**src/rtl/hb_gate_pkg.sv**
```systemverilog
// Shared types for the half-bridge gate sequencer.
// Assumes: two sides, index 0 is the high side, index 1 the low side.
package hb_gate_pkg;

    localparam int SIDE_HI = 0;
    localparam int SIDE_LO = 1;
    localparam int N_SIDES = 2;

    // Per-side sequencing state
    typedef enum logic [2:0] {
        SQ_OFF    = 3'd0,  // released, window closed
        SQ_WAIT   = 3'd1,  // wants on, waiting for opposite gate to be off
        SQ_DEAD   = 3'd2,  // digital dead time running
        SQ_ONWIN  = 3'd3,  // driven, turn-on window open
        SQ_ON     = 3'd4,  // driven, steady
        SQ_OFFWIN = 3'd5   // released, turn-off window open
    } side_st_e;

endpackage

```
**src/rtl/hb_cmd_decode.sv**
```systemverilog
// Command decoder: turns the PWM command inputs into a wanted state per
// side. Assumes the two wants are mutually exclusive in every mode.
module hb_cmd_decode
    import hb_gate_pkg::*;
(
    input  logic               mode_3x,
    input  logic               cmd_hi,
    input  logic               cmd_lo,
    output logic [N_SIDES-1:0] want
);

    // Map commands onto per-side wants; equal six-input commands release both
    always_comb begin
        if (mode_3x) begin
            want[SIDE_HI] = cmd_hi;
            want[SIDE_LO] = ~cmd_hi;
        end else begin
            want[SIDE_HI] = cmd_hi & ~cmd_lo;
            want[SIDE_LO] = cmd_lo & ~cmd_hi;
        end
    end

endmodule

```
**src/rtl/hb_cfg_hold.sv**
```systemverilog
// Configuration holder: captures dead time and window length while the
// bridge is at rest, so a transition never sees its timing change midway.
// Assumes: a window length of zero is meaningless and is raised to one.
module hb_cfg_hold #(
    parameter int DEAD_W = 4,
    parameter int WIN_W  = 5
) (
    input  logic              clk,
    input  logic              rst_n,
    input  logic              capture,
    input  logic [DEAD_W-1:0] cfg_dead,
    input  logic [WIN_W-1:0]  cfg_win,
    output logic [DEAD_W-1:0] dead_q,
    output logic [WIN_W-1:0]  win_q
);

    logic [WIN_W-1:0] win_clamped;

    // Raise a zero window to one cycle
    always_comb begin
        win_clamped = (cfg_win == '0) ? WIN_W'(1) : cfg_win;
    end

    // Capture both counts only when the sides are at rest
    always_ff @(posedge clk) begin
        if (!rst_n) begin
            dead_q <= '0;
            win_q  <= WIN_W'(1);
        end else if (capture) begin
            dead_q <= cfg_dead;
            win_q  <= win_clamped;
        end
    end

endmodule

```
**src/rtl/hb_side_seq.sv**
```systemverilog
// One side of the half-bridge: waits for the opposite gate to be fully off,
// runs the digital dead time, then drives its gate with a drive window on
// both turn-on and turn-off. Flags a bad monitor level at window end.
// Assumes: kill_i forces the side off at once and has priority over all.
module hb_side_seq
    import hb_gate_pkg::*;
#(
    parameter int DEAD_W = 4,
    parameter int WIN_W  = 5
) (
    input  logic              clk,
    input  logic              rst_n,
    input  logic              want_i,
    input  logic              opp_off_i,
    input  logic              opp_mon_i,
    input  logic              own_mon_i,
    input  logic              kill_i,
    input  logic [DEAD_W-1:0] dead_i,
    input  logic [WIN_W-1:0]  win_i,
    output logic              drive_o,
    output logic              in_win_o,
    output logic              off_o,
    output logic              steady_o,
    output logic              bad_o
);

    localparam int CNT_W = (DEAD_W > WIN_W) ? DEAD_W : WIN_W;

    side_st_e          st_q;
    side_st_e          st_d;
    logic [CNT_W-1:0]  cnt_q;
    logic [CNT_W-1:0]  cnt_d;
    logic [CNT_W-1:0]  dead_load;
    logic [CNT_W-1:0]  win_load;
    logic              cnt_done;
    logic              path_clear;

    // Counter reload values and end-of-interval flag
    always_comb begin
        dead_load  = CNT_W'(dead_i) - CNT_W'(1);
        win_load   = CNT_W'(win_i) - CNT_W'(1);
        cnt_done   = (cnt_q == '0);
        path_clear = opp_off_i & ~opp_mon_i;
    end

    // Monitor check at the last cycle of a window
    always_comb begin
        bad_o = 1'b0;
        if (cnt_done) begin
            if (st_q == SQ_ONWIN && want_i && !own_mon_i) begin
                bad_o = 1'b1;
            end
            if (st_q == SQ_OFFWIN && own_mon_i) begin
                bad_o = 1'b1;
            end
        end
    end

    // Next state and counter
    always_comb begin
        st_d  = st_q;
        cnt_d = cnt_q;
        if (kill_i) begin
            st_d  = SQ_OFF;
            cnt_d = '0;
        end else begin
            unique case (st_q)
                SQ_OFF: begin
                    if (want_i) st_d = SQ_WAIT;
                end
                SQ_WAIT: begin
                    if (!want_i) begin
                        st_d = SQ_OFF;
                    end else if (path_clear) begin
                        if (dead_i == '0) begin
                            st_d  = SQ_ONWIN;
                            cnt_d = win_load;
                        end else begin
                            st_d  = SQ_DEAD;
                            cnt_d = dead_load;
                        end
                    end
                end
                SQ_DEAD: begin
                    if (!want_i) begin
                        st_d = SQ_OFF;
                    end else if (cnt_done) begin
                        st_d  = SQ_ONWIN;
                        cnt_d = win_load;
                    end else begin
                        cnt_d = cnt_q - CNT_W'(1);
                    end
                end
                SQ_ONWIN: begin
                    if (!want_i) begin
                        st_d  = SQ_OFFWIN;
                        cnt_d = win_load;
                    end else if (cnt_done) begin
                        st_d = SQ_ON;
                    end else begin
                        cnt_d = cnt_q - CNT_W'(1);
                    end
                end
                SQ_ON: begin
                    if (!want_i) begin
                        st_d  = SQ_OFFWIN;
                        cnt_d = win_load;
                    end
                end
                SQ_OFFWIN: begin
                    if (cnt_done) begin
                        st_d = SQ_OFF;
                    end else begin
                        cnt_d = cnt_q - CNT_W'(1);
                    end
                end
                default: begin
                    st_d  = SQ_OFF;
                    cnt_d = '0;
                end
            endcase
        end
    end

    // State and counter registers
    always_ff @(posedge clk) begin
        if (!rst_n) begin
            st_q  <= SQ_OFF;
            cnt_q <= '0;
        end else begin
            st_q  <= st_d;
            cnt_q <= cnt_d;
        end
    end

    // Status decode for the gate, the pulldown and the neighbour
    always_comb begin
        drive_o  = (st_q == SQ_ONWIN) || (st_q == SQ_ON);
        in_win_o = (st_q == SQ_ONWIN) || (st_q == SQ_OFFWIN);
        off_o    = (st_q == SQ_OFF);
        steady_o = (st_q == SQ_OFF) || (st_q == SQ_ON);
    end

endmodule

```
**src/rtl/hb_gate_seq.sv**
```systemverilog
// Half-bridge gate sequencer top: decodes commands, holds configuration,
// runs one sequencer per side and keeps the sticky fault.
// Assumes: monitors are already synchronous to clk.
module hb_gate_seq
    import hb_gate_pkg::*;
#(
    parameter int DEAD_W = 4,
    parameter int WIN_W  = 5
) (
    input  logic              clk,
    input  logic              rst_n,
    input  logic              mode_3x,
    input  logic              cmd_hi,
    input  logic              cmd_lo,
    input  logic              vgs_hi_mon,
    input  logic              vgs_lo_mon,
    input  logic [DEAD_W-1:0] cfg_dead,
    input  logic [WIN_W-1:0]  cfg_win,
    input  logic              fault_clr,
    output logic              gate_hi,
    output logic              gate_lo,
    output logic              pull_hi,
    output logic              pull_lo,
    output logic              fault
);

    logic [N_SIDES-1:0] want;
    logic [N_SIDES-1:0] mon;
    logic [N_SIDES-1:0] drive;
    logic [N_SIDES-1:0] in_win;
    logic [N_SIDES-1:0] is_off;
    logic [N_SIDES-1:0] steady;
    logic [N_SIDES-1:0] bad;
    logic [DEAD_W-1:0]  dead_q;
    logic [WIN_W-1:0]   win_q;
    logic               fault_q;
    logic               kill;

    // Gather monitors per side index
    always_comb begin
        mon[SIDE_HI] = vgs_hi_mon;
        mon[SIDE_LO] = vgs_lo_mon;
        kill         = fault_q | (|bad);
    end

    hb_cmd_decode u_decode (
        .mode_3x (mode_3x),
        .cmd_hi  (cmd_hi),
        .cmd_lo  (cmd_lo),
        .want    (want)
    );

    hb_cfg_hold #(
        .DEAD_W (DEAD_W),
        .WIN_W  (WIN_W)
    ) u_cfg (
        .clk      (clk),
        .rst_n    (rst_n),
        .capture  (&steady),
        .cfg_dead (cfg_dead),
        .cfg_win  (cfg_win),
        .dead_q   (dead_q),
        .win_q    (win_q)
    );

    for (genvar s = 0; s < N_SIDES; s++) begin : g_side
        hb_side_seq #(
            .DEAD_W (DEAD_W),
            .WIN_W  (WIN_W)
        ) u_side (
            .clk       (clk),
            .rst_n     (rst_n),
            .want_i    (want[s]),
            .opp_off_i (is_off[N_SIDES-1-s]),
            .opp_mon_i (mon[N_SIDES-1-s]),
            .own_mon_i (mon[s]),
            .kill_i    (kill),
            .dead_i    (dead_q),
            .win_i     (win_q),
            .drive_o   (drive[s]),
            .in_win_o  (in_win[s]),
            .off_o     (is_off[s]),
            .steady_o  (steady[s]),
            .bad_o     (bad[s])
        );
    end

    // Sticky fault: set by any bad window end, cleared by a clear pulse
    always_ff @(posedge clk) begin
        if (!rst_n) begin
            fault_q <= 1'b0;
        end else if (|bad) begin
            fault_q <= 1'b1;
        end else if (fault_clr) begin
            fault_q <= 1'b0;
        end
    end

    // Drive outputs; each pulldown follows the opposite side's window
    always_comb begin
        gate_hi = drive[SIDE_HI];
        gate_lo = drive[SIDE_LO];
        pull_lo = in_win[SIDE_HI];
        pull_hi = in_win[SIDE_LO];
        fault   = fault_q;
    end

endmodule

```
**config.mk**
```make
export PLATFORM = sky130hd
export DESIGN_NAME = hb_gate_seq
export DESIGN_NICKNAME = d
export VERILOG_FILES = /design/src/rtl/hb_gate_pkg.sv /design/src/rtl/hb_cmd_decode.sv /design/src/rtl/hb_cfg_hold.sv /design/src/rtl/hb_side_seq.sv /design/src/rtl/hb_gate_seq.sv
export SDC_FILE = /design/constraint.sdc
export NUM_CORES = 1
export LEC_CHECK = 0
export BUFFER_PORTS_ARGS = -buffer_cell sky130_fd_sc_hd__buf_2
export CAP_MARGIN = 20
export CORE_UTILIZATION = 40
export DETAILED_ROUTE_END_ITERATION = 7
export PLACE_DENSITY = 0.64
export SYNTH_ARGS = -nofsm -noshare
export SYNTH_HDL_FRONTEND = slang
export SYNTH_SLANG_ARGS = --single-unit
```
**constraint.sdc**
```tcl
create_clock -name clk -period 1.86 [get_ports clk]
set_input_delay 0.186 -clock clk [delete_from_list [all_inputs] [get_ports clk]]
set_output_delay 0.186 -clock clk [all_outputs]
set_load 0.02 [all_outputs]
```
After elaboration in Yosys (flattened, before gate mapping)
Cells that the tools add are included.
{"block": "totals", "reg_bits": 26, "latchBits": 0, "mem_bits_rw": 0, "rom_bits": 0, "inputBits": 17, "elab_cells": 127, "memories": 0}
{"block": "op_classes", "add_sub_neg": 4, "multipliers": 0, "n_div": 0, "n_lt_le_gt_ge": 0, "eq_ne": 28, "n_shift": 0, "muxes": 48, "bitwise_logic": 12, "reduce_logical": 28}
{"op": "5-bit 2-to-1 mux", "n": 16}
{"op": "5-bit case mux with 6 select lines", "n": 2}
{"op": "3-bit 2-to-1 mux", "n": 18}
{"op": "3-bit case mux with 6 select lines", "n": 2}
{"op": "3-bit by 2-bit != test with 1-bit output (second input constant)", "n": 6}
{"op": "2-bit != test (second input constant)", "n": 8}
{"op": "5-bit zero test", "n": 3}
{"op": "5-bit by 1-bit subtractor with 5-bit output (second input constant)", "n": 3}
{"op": "3-bit by 2-bit equality test with 1-bit output (second input constant)", "n": 4}
{"op": "3-bit equality test (second input constant)", "n": 4}
{"op": "6-bit AND reduction", "n": 2}
{"op": "5-bit AND reduction", "n": 2}
{"op": "1-bit 2-to-1 mux", "n": 9}
{"op": "2-bit by 1-bit != test with 1-bit output (second input constant)", "n": 4}
{"op": "1-bit inverter", "n": 7}
{"op": "3-bit by 1-bit equality test with 1-bit output (second input constant)", "n": 2}
{"op": "1-bit logical AND", "n": 6}
{"op": "3-bit zero test", "n": 2}
{"op": "1-bit logical OR", "n": 6}
{"op": "4-bit by 1-bit subtractor with 5-bit output (second input constant)", "n": 1}
{"op": "1-bit AND", "n": 4}
{"op": "4-bit zero test", "n": 1}
{"op": "2-bit OR reduction", "n": 2}
{"op": "1-bit zero test", "n": 2}
{"op": "other kinds (4)", "n": 4}

Longest topological paths before layout
Gate-level depths: netlist of run 1.
{"block": "depth", "word_depth": 11, "mapped_depth": 9}

Hierarchy
A second synthesis of run 1 with hierarchy kept.
{"block": "unflattened", "cells_unflattened": 282, "hier_area_um2": 2212.1}
{"module": "hb_side_seq (g_side[1].u_side)", "instances": 1, "cells_per_inst": 125, "area_per_inst_um2": 897.1, "seq_area_each_um2": 160.2}
{"module": "hb_side_seq (g_side[0].u_side)", "instances": 1, "cells_per_inst": 118, "area_per_inst_um2": 894.6, "seq_area_each_um2": 160.2}
{"module": "hb_cfg_hold", "instances": 1, "cells_per_inst": 30, "area_per_inst_um2": 354.1, "seq_area_each_um2": 180.2}
{"module": "hb_gate_seq", "instances": 1, "cells_per_inst": 5, "area_per_inst_um2": 47.5, "seq_area_each_um2": 20.0}
{"module": "hb_cmd_decode", "instances": 1, "cells_per_inst": 4, "area_per_inst_um2": 18.8, "seq_area_each_um2": 0.0}

Worst setup path after synthesis of run 1
OpenSTA, ideal clock, no wires.
{"block": "synth_path", "kind": "register to register", "from": "register g_side[0].u_side.cnt_q[0]", "to": "register g_side[1].u_side.cnt_q[0]", "setup_time_ns": 0.070, "t_arrival_ns": 1.854, "setup_slack_ns": -0.064, "path_stages_with_launch": 9, "path_cell_list": "dfxtp_1 -> inv_1 -> ha_1 -> nor4b_2 -> nand2_1 -> o22ai_1 -> or3b_4 -> or2_1 -> o2bb2ai_1"}
{"block": "synth_between", "elab_chain_len": 5}
{"item": "start: declaration", "line_no": "hb_side_seq.sv:31", "rtl": "logic [CNT_W-1:0] cnt_q;"}
{"item": "start signal: assignment", "line_no": "hb_side_seq.sv:132", "rtl": "cnt_q <= cnt_d;"}
{"item": "5-bit zero test", "line_no": "hb_side_seq.sv:42", "rtl": "cnt_done = (cnt_q == '0);"}
{"item": "1-bit 2-to-1 mux", "line_no": "hb_side_seq.sv:49", "rtl": "if (cnt_done) begin"}
{"item": "2-bit OR reduction", "line_no": "hb_gate_seq.sv:43", "rtl": "kill = fault_q | (|bad);"}
{"item": "1-bit bitwise OR", "line_no": "hb_gate_seq.sv:43"}
{"item": "2-bit OR reduction (no line)"}
{"item": "end signal: assignment", "line_no": "hb_side_seq.sv:132"}
{"item": "end: declaration", "line_no": "hb_side_seq.sv:31"}
Every way passes these cells.
A chain may end at the register's enable or synchronous reset.

Final worst setup path of run 1
{"block": "layout_path", "from": "register g_side[1].u_side.cnt_q[0]", "to": "register g_side[1].u_side.cnt_q[4]"}
{"block": "layout_between", "elab_chain_len": 5}
{"item": "branches (longest 5 deep; another with 5-bit by 1-bit subtractor with 5-bit output)"}
Parallel ways; which one is timed is not known. The select of a mux whose other input is x is not followed.

==> metrics.log, run 1 <==
[metrics] pwr dens: 1000 mW/mm^2
[metrics] number of nets still failing antenna checks after routing: 0
[metrics] share of layout cells above drive strength 1: 40.7%
[metrics] CP Class: flop to flop
[metrics] setup repair after global routing missed its margin: true
[metrics] Synth Area in Simple Gates: 26.6%
[metrics] most common cell after layout, fill and taps aside: sky130_fd_sc_hd__buf_4
[metrics] critical path required time: 2.07 ns
[metrics] first drt pass iteration count: 4
[metrics] Clock Root Buffer: sky130_fd_sc_hd__clkbuf_8
[metrics] via count of the first global-routing pass: 2136
[metrics] Crit. End Element: flop
[metrics] cell class contributing the biggest share of worst-path delay: simple AND/OR/NAND/NOR gates
[metrics] adder-cell share of the synthesized area: 2.91%
[metrics] via-per-instance ratio: 5.59
[metrics] via count of the routed design: 2381
[metrics] Post-synth EDFFs: 0
[metrics] Die Wd: 75.3 um
[metrics] Port Buf Inserts: 21
[metrics] total core area: 0.00514 mm^2
[metrics] Hold WC Path Type: input port to flop
[metrics] Worst VDD drop: 0.000581 V
[metrics] clock input transition at the sequential cells of the worst setup and hold paths: 0.10 ns
[metrics] total of warnings raised by yosys: 0
[metrics] xor and xnor fraction of the mapped netlist area: 3.67%
[metrics] fin crit period: 1.85 ns
[metrics] outcome: completed
[metrics] layout overhead on the synthesized area: 41.9%
[metrics] Async S/R FF share, synth: 0%
[metrics] Detail Placement HPWL: 4680 um
[metrics] starting utilization of the core area: 41.8%
[metrics] total leakage power: 1.25 nW
[metrics] initial antenna violation count: 0
[metrics] total length of routed wires: 6480 um
[metrics] Mean Syn Cell Area: 7.46 um^2
[metrics] highest achievable clock rate: 0.541 GHz
[metrics] DRT iter0 DRCs: 311
[metrics] instance count of the mapped netlist: 288
[metrics] antenna diode instance count: 0
[metrics] Final Net Count: 380
[metrics] Post-Route Utilization: 59.3%
[metrics] critical path peak fanout: 6
[metrics] die span in y: 75.3 um
[metrics] Final Hold Viols: 0
[metrics] total of max-cap violations: 0
[metrics] number of remaining DRC errors: 0
[metrics] first-pass GRT wire length: 9880 um
[metrics] worst endpoint data arrival time: 2.06 ns
[metrics] Final period util: 99.4%
[metrics] Setup-failing EPs final: 0
[metrics] fill cell count: 490
[metrics] CP max-delay cell: sky130_fd_sc_hd__or3b_4
[metrics] worst rel slew slack: 65.7%
[metrics] total track usage: 22.5%
[metrics] commonest non-fill, non-tap cells in the layout: sky130_fd_sc_hd__buf_4, sky130_fd_sc_hd__nor2_1, sky130_fd_sc_hd__nand2_1
[metrics] sequential element share of the synthesized area: 24.2%
[metrics] maximum level of the CTS H-tree: 1
[metrics] Synth cell types: 64
[metrics] number of clock buffers inserted by TritonCTS: 3
[metrics] final estimated routing congestion in global placement: 0.917
[metrics] critical path startpoint category: flop
[metrics] count of non-filler cells in the finished layout: 426
[metrics] Ports: 22
[metrics] GRT overflow: 0
[metrics] largest net degree at the start of global routing: 21
[metrics] buffer and inverter count on the worst path: 1
[metrics] share of cell area taken by muxes after synthesis: 4.19%
[metrics] clock sink count: 26
[metrics] final count of pins violating max slew: 0
[metrics] complex-gate fraction of the synthesized area: 32.2%
[metrics] Post-Synthesis Net Count: 310
[metrics] number of core rows: 26
[metrics] dominant combinational cell family by area after synthesis: compound AO/OA/AOI/OAI gates
[metrics] commonest register cell after synthesis: sky130_fd_sc_hd__dfxtp_1
[metrics] longest individual stage delay on the worst path: 0.47 ns
[metrics] Worst-Skew Late Latency: 0.27 ns
[metrics] drt wl/cell: 15.2 um
[metrics] worst-case clock buffer depth: 2
[metrics] placed cell count: 419
[metrics] TritonCTS clock tree: yes
[metrics] crit path cell chain: inv_2 -> ha_4 -> nor4b_4 -> nand2_2 -> o22ai_4 -> or3b_4 -> or2_4 -> o2bb2ai_2
[metrics] transition time of the tightest slew-check pin: 0.502 ns
[metrics] worst clock skew: 0.00539 ns
[metrics] Die Outline Area: 0.00567 mm^2
[metrics] synthesized flop and latch total: 26
[metrics] netlist area before placement: 0.00215 mm^2
==> power by group <==
group	switching, mW	internal [mW]	total (mW)
sequential	0.0914	0.648	0.739
combinational	1.03	0.955	1.99
clock	0.189	0.146	0.334
total	1.31	1.75	3.06
==> stage by stage <==
stage | power (mW) | setup WS (ns) | instance area (um^2) | hold slack [ns] | TNS, ns
3_5_place_dp | 2.37 | -0.155 | 2710 | 0.445 | -1.88
4_1_cts | 2.79 | -0.0220 | 2830 | 0.158 | -0.0688
3_3_place_gp | 2.35 | -0.110 | 2710 | 0.429 | -1.11
6_report | 3.06 | 0.0106 | 3050 | 0.159 | 0
2_1_floorplan | 1.75 | 0.00201 | 2150 | 0.346 | 0
5_1_grt | 3.26 | -0.0612 | 3050 | 0.179 | -0.176
==> synth_stat cells (all sizes together), types with 2 or more instances <==
library cell	n	share of area, %
a21o	2	0.70
a21oi	26	6.4
o21ai	14	3.3
a221oi	2	1.1
a31oi	6	1.7
o211ai	3	1.0
or4b	2	0.93
a211oi	3	1.0
ha	5	2.9
or3	2	0.58
a22oi	3	1.0
o2bb2ai	4	1.6
o21a	4	1.4
nand2	26	4.5
and3	2	0.58
o22ai	2	0.58
clkbuf	13	2.3
nor4b	2	1.1
nand2b	4	1.3
or3b	3	1.3
nand3	4	0.93
o21bai	6	2.6
inv	14	2.4
a32oi	3	1.2
o31ai	4	1.4
nor2	29	5.1
nor4	5	1.7
mux2i	9	4.2
buf	5	1.4
nor2b	11	3.3
xnor2	8	3.3
and2	3	0.87
nor3	8	1.9
o32ai	5	2.0
dfxtp	26	24
nor3b	4	1.4
==> cell families (layout without fill, tap and decap cells) <==
logic type / Yosys count / in the layout
AOI/OAI and AO/OA: 99 / 99
DFF: 26 / 26
adders and majority gates: 5 / 5
buffers and inverters: 32 / 100
xor gates and xnor gates: 9 / 9
muxes: 9 / 9
and+or+nand+nor: 108 / 108
==> worst register-to-register path, stage by stage (launching register included) <==
cell,delay [ns]
sky130_fd_sc_hd__dfxtp_2,0.34
sky130_fd_sc_hd__inv_2,0.05
sky130_fd_sc_hd__ha_4,0.15
sky130_fd_sc_hd__nor4b_4,0.13
sky130_fd_sc_hd__nand2_2,0.11
sky130_fd_sc_hd__o22ai_4,0.10
sky130_fd_sc_hd__or3b_4,0.47
sky130_fd_sc_hd__or2_4,0.30
sky130_fd_sc_hd__o2bb2ai_2,0.14
==> sequential cells by signal (all words and copies together) (netlist names) <==
register and count:
u_cfg.dead_q 4, u_cfg.win_q 5, g_side.u_side.cnt_q 10, g_side.u_side.st_q 6
fault 1
==> per-layer routing <==
| metal | vias to the layer above | track usage, % | wire length [um] |
|---|---|---|---|
| met3 | 6 | 2.14 | 227 |
| met4 | 0 | 4.12 | 40 |
| li1 | 1198 | - | - |
| met2 | 63 | 38.3 | 3210 |
| met5 | - | 0 | 0 |
| met1 | 1114 | 31.1 | 3000 |
==> final timing paths <==
kind	startpoint	to	slack (ns)	cells past startpoint
setup reg to reg	g_side[1].u_side.cnt_q[0]	g_side[1].u_side.cnt_q[4]	0.01	8
hold / removal	cfg_dead[0]	u_cfg.dead_q[0]	0.16	3
hold reg to reg	g_side[0].u_side.cnt_q[4]	g_side[0].u_side.cnt_q[4]	0.53	2
setup / recovery	g_side[1].u_side.cnt_q[0]	g_side[1].u_side.cnt_q[4]	0.01	8
==> cell type report <==
cell class                      instances  area, um^2  share of cell area [%]
Timing Repair Buffer                   83         601                    19.7
Inverter                               14        52.6                    1.72
Tap cell                               70        87.6                    2.87
Multi-Input combinational cell        230        1730                    56.8
Clock buffer                            3        41.3                    1.35
Sequential cell                        26         536                    17.6
==> repair_timing <==
action / in CTS / in global routing
gates resized for setup: 15 / 50
hold buffers: 0 / 0
pin swaps: 6 / 17
setup buffers: 2 / 2
hold endpoints to repair: 0 / 0
endpoints found under the setup margin: 17 / 17
(Power assumes the default switching activity.)
==> inputs of run 2 (changes only) <==
CORE_ASPECT_RATIO = 0.8   (was default)
==> metrics.log, run 2 (synthesized netlist as in run 1, its figures left out) <==
[metrics] outcome: finished with violations
[metrics] violations in the final reports: design-rule violations
[metrics] via count of the first global-routing pass: 2129 (-0.33%)
[metrics] total chip power: 3.11 mW (+1.7%)
[metrics] Final Hold Viols: 0 (unchanged)
[metrics] critical path startpoint category: flop
[metrics] fin crit period: 1.85 ns (-0.00321 ns)
[metrics] final count of pins violating max slew: 0 (unchanged)
[metrics] Final period util: 99.3% (-0.17 points)
[metrics] number of nets still failing antenna checks after routing: 0 (unchanged)
[metrics] transition time of the tightest slew-check pin: 0.505 ns (+0.00300 ns)
[metrics] area used by multi-input combinational logic: 0.00168 mm^2 (-3.3%)
[metrics] Detail Placement HPWL: 4710 um (+0.62%)
[metrics] starting utilization of the core area: 42.2% (+0.38 points)
[metrics] CP max-delay cell: sky130_fd_sc_hd__or3b_4
[metrics] critical path peak fanout: 5 (-1)
[metrics] die span in y: 67.6 um (-10%)
[metrics] commonest non-fill, non-tap cells in the layout: sky130_fd_sc_hd__buf_4, sky130_fd_sc_hd__nor2_1, sky130_fd_sc_hd__nand2_1
[metrics] via count of the routed design: 2420 (+1.6%)
[metrics] first drt pass iteration count: 8 (+4)
[metrics] most common cell after layout, fill and taps aside: sky130_fd_sc_hd__buf_4
[metrics] biggest regs: g_side.u_side.cnt_q: 10 flops, g_side.u_side.st_q: 6 flops, u_cfg.win_q: 5 flops
[metrics] Total Neg Setup Slack: 0 ns (unchanged)
[metrics] DRT iter0 DRCs: 206 (-34%)
[metrics] Ports: 22 (unchanged)
[metrics] total length of routed wires: 6220 um (-4.0%)
[metrics] worst endpoint data arrival time: 2.06 ns (about the same)
[metrics] initial antenna violation count: 0 (unchanged)
[metrics] number of core rows: 23 (-12%)
[metrics] Setup-failing EPs final: 0 (unchanged)
[metrics] drt wl/cell: 14.7 um (-3.5%)
[metrics] GRT overflow: 0 (unchanged)
[metrics] worst rel slew slack: 65.5% (-0.21 points)
[metrics] Clock Root Buffer: sky130_fd_sc_hd__clkbuf_8
[metrics] final estimated routing congestion in global placement: 0.988 (+7.7%)
[metrics] CP Class: flop to flop
[metrics] via-per-instance ratio: 5.71 (+2.1%)
[metrics] Hold WC Path Type: input port to flop
[metrics] number of clock buffers inserted by TritonCTS: 3 (unchanged)
[metrics] clock input transition at the sequential cells of the worst setup and hold paths: 0.09 ns (about the same)
[metrics] setup repair after global routing missed its margin: true
[metrics] Die Outline Area: 0.00567 mm^2 (about the same)
[metrics] worst clock skew: 0.00411 ns (-0.00128 ns)
[metrics] pwr dens: 1020 mW/mm^2 (+2.2%)
[metrics] register bank with the most flops: g_side.u_side.cnt_q
[metrics] flip-flop count of the largest register after layout: 10 (unchanged)
[metrics] Port Buf Inserts: 21 (unchanged)
[metrics] largest net degree at the start of global routing: 20 (-4.8%)
[metrics] Final Net Count: 385 (+1.3%)
[metrics] placed cell count: 411 (-1.9%)
[metrics] share of layout cells above drive strength 1: 39.2% (-1.5 points)
[metrics] critical path required time: 2.07 ns (about the same)
[metrics] highest achievable clock rate: 0.542 GHz (+0.17%)
[metrics] count of non-filler cells in the finished layout: 424 (-0.47%)
[metrics] layout overhead on the synthesized area: 41.3%
[metrics] Worst-Skew Late Latency: 0.27 ns (about the same)
[metrics] Die Wd: 83.9 um (+11%)
[metrics] number of remaining DRC errors: 4 (+4)
[metrics] TritonCTS clock tree: yes
[metrics] total of max-cap violations: 0 (unchanged)
[metrics] total core area: 0.00509 mm^2 (-0.90%)
[metrics] Worst VDD drop: 0.000519 V (-11%)
[metrics] area of all sequential standard cells: 531 um^2 (-0.93%)
[metrics] worst-case clock buffer depth: 2 (unchanged)
[metrics] maximum level of the CTS H-tree: 1 (unchanged)
[metrics] antenna diode instance count: 0 (unchanged)
[metrics] fill cell count: 478 (-2.4%)
[metrics] Crit. End Element: flop
[metrics] clock sink count: 26 (unchanged)
[metrics] total track usage: 21.9% (-0.61 points)
[metrics] crit path cell chain: nor2b_2 -> a32oi_2 -> o22ai_4 -> or3b_4 -> or2_4 -> o2bb2ai_2
[metrics] total leakage power: 1.28 nW (+2.4%)
[metrics] first-pass GRT wire length: 9950 um (+0.70%)
[metrics] longest individual stage delay on the worst path: 0.46 ns (about the same)
==> run 2: changes by cell type in the layout (fill, tap and decap cells not counted), moves of 2 or more <==
cell | before | now
sky130_fd_sc_hd__a211oi_1 | 0 | 2
sky130_fd_sc_hd__a211oi_2 | 3 | 1
sky130_fd_sc_hd__buf_4 | 59 | 64
sky130_fd_sc_hd__dfxtp_2 | 6 | 8
sky130_fd_sc_hd__dfxtp_4 | 2 | 0
sky130_fd_sc_hd__nand2_1 | 24 | 26
sky130_fd_sc_hd__nand2_2 | 2 | 0
==> run 2: repair_timing <==
item                                    in CTS  in global routing
gates resized for setup                     18                 32
endpoints found under the setup margin      16                 16
pin swaps                                    8                 17
buffers inserted                             4                  5
hold buffers                                 0                  0
==> run 2: layout make-up <==
type,instances,area share [%]
clock buffers,3,1.36
multi-input cells,230,55.2
well taps,62,2.56
inverters,14,1.73
clock inverters,1,0.989
repair buffers,88,20.7
flip-flops and latches,26,17.5
==> run 2: final timing paths <==
path                          endpoint  slack (ns)                       from  cells past startpoint
max          g_side[1].u_side.cnt_q[4]        0.01   g_side[0].u_side.st_q[2]                      6
max reg2reg  g_side[1].u_side.cnt_q[4]        0.01   g_side[0].u_side.st_q[2]                      6
min reg2reg  g_side[0].u_side.cnt_q[4]        0.53  g_side[0].u_side.cnt_q[4]                      2
min                    u_cfg.dead_q[1]        0.16                cfg_dead[1]                      3
==> run 2: stage by stage <==
step | setup slack (ns) | instance area (um^2) | util [%] | hold WS [ns]
2_1_floorplan | 0.00201 | 2150 | - | 0.346
3_3_place_gp | -0.119 | 2700 | 53.0 | 0.443
3_5_place_dp | -0.104 | 2700 | 53.0 | 0.445
4_1_cts | -0.00528 | 2880 | 56.6 | 0.157
5_1_grt | -0.0590 | 3040 | 59.6 | 0.170
6_report | 0.0138 | 3040 | 59.6 | 0.160
==> run 2: critical path, delay by kind of cell (launching register included) <==
family,cells,cell delay [ns]
DFF,1,0.35
AOI/OAI and AO/OA,3,0.49
and+or+nand+nor,3,0.93
==> run 2: power by group <==
group	switching, mW	leakage, nW	internal (mW)
registers	0.0830	0.216	0.647
logic	0.995	1.03	0.915
clock network	0.183	0.0357	0.288
total	1.26	1.28	1.85
==> run 2: layer usage <==
layer	wire (um)	global-route usage (%)	share of wire, %	up-vias
li1	-	-	-	1209
met2	2750	37.2	44	84
met5	0	0	0	-
met3	351	2.93	5.6	12
met4	79	2.16	1.3	0
met1	3040	30.9	49	1115
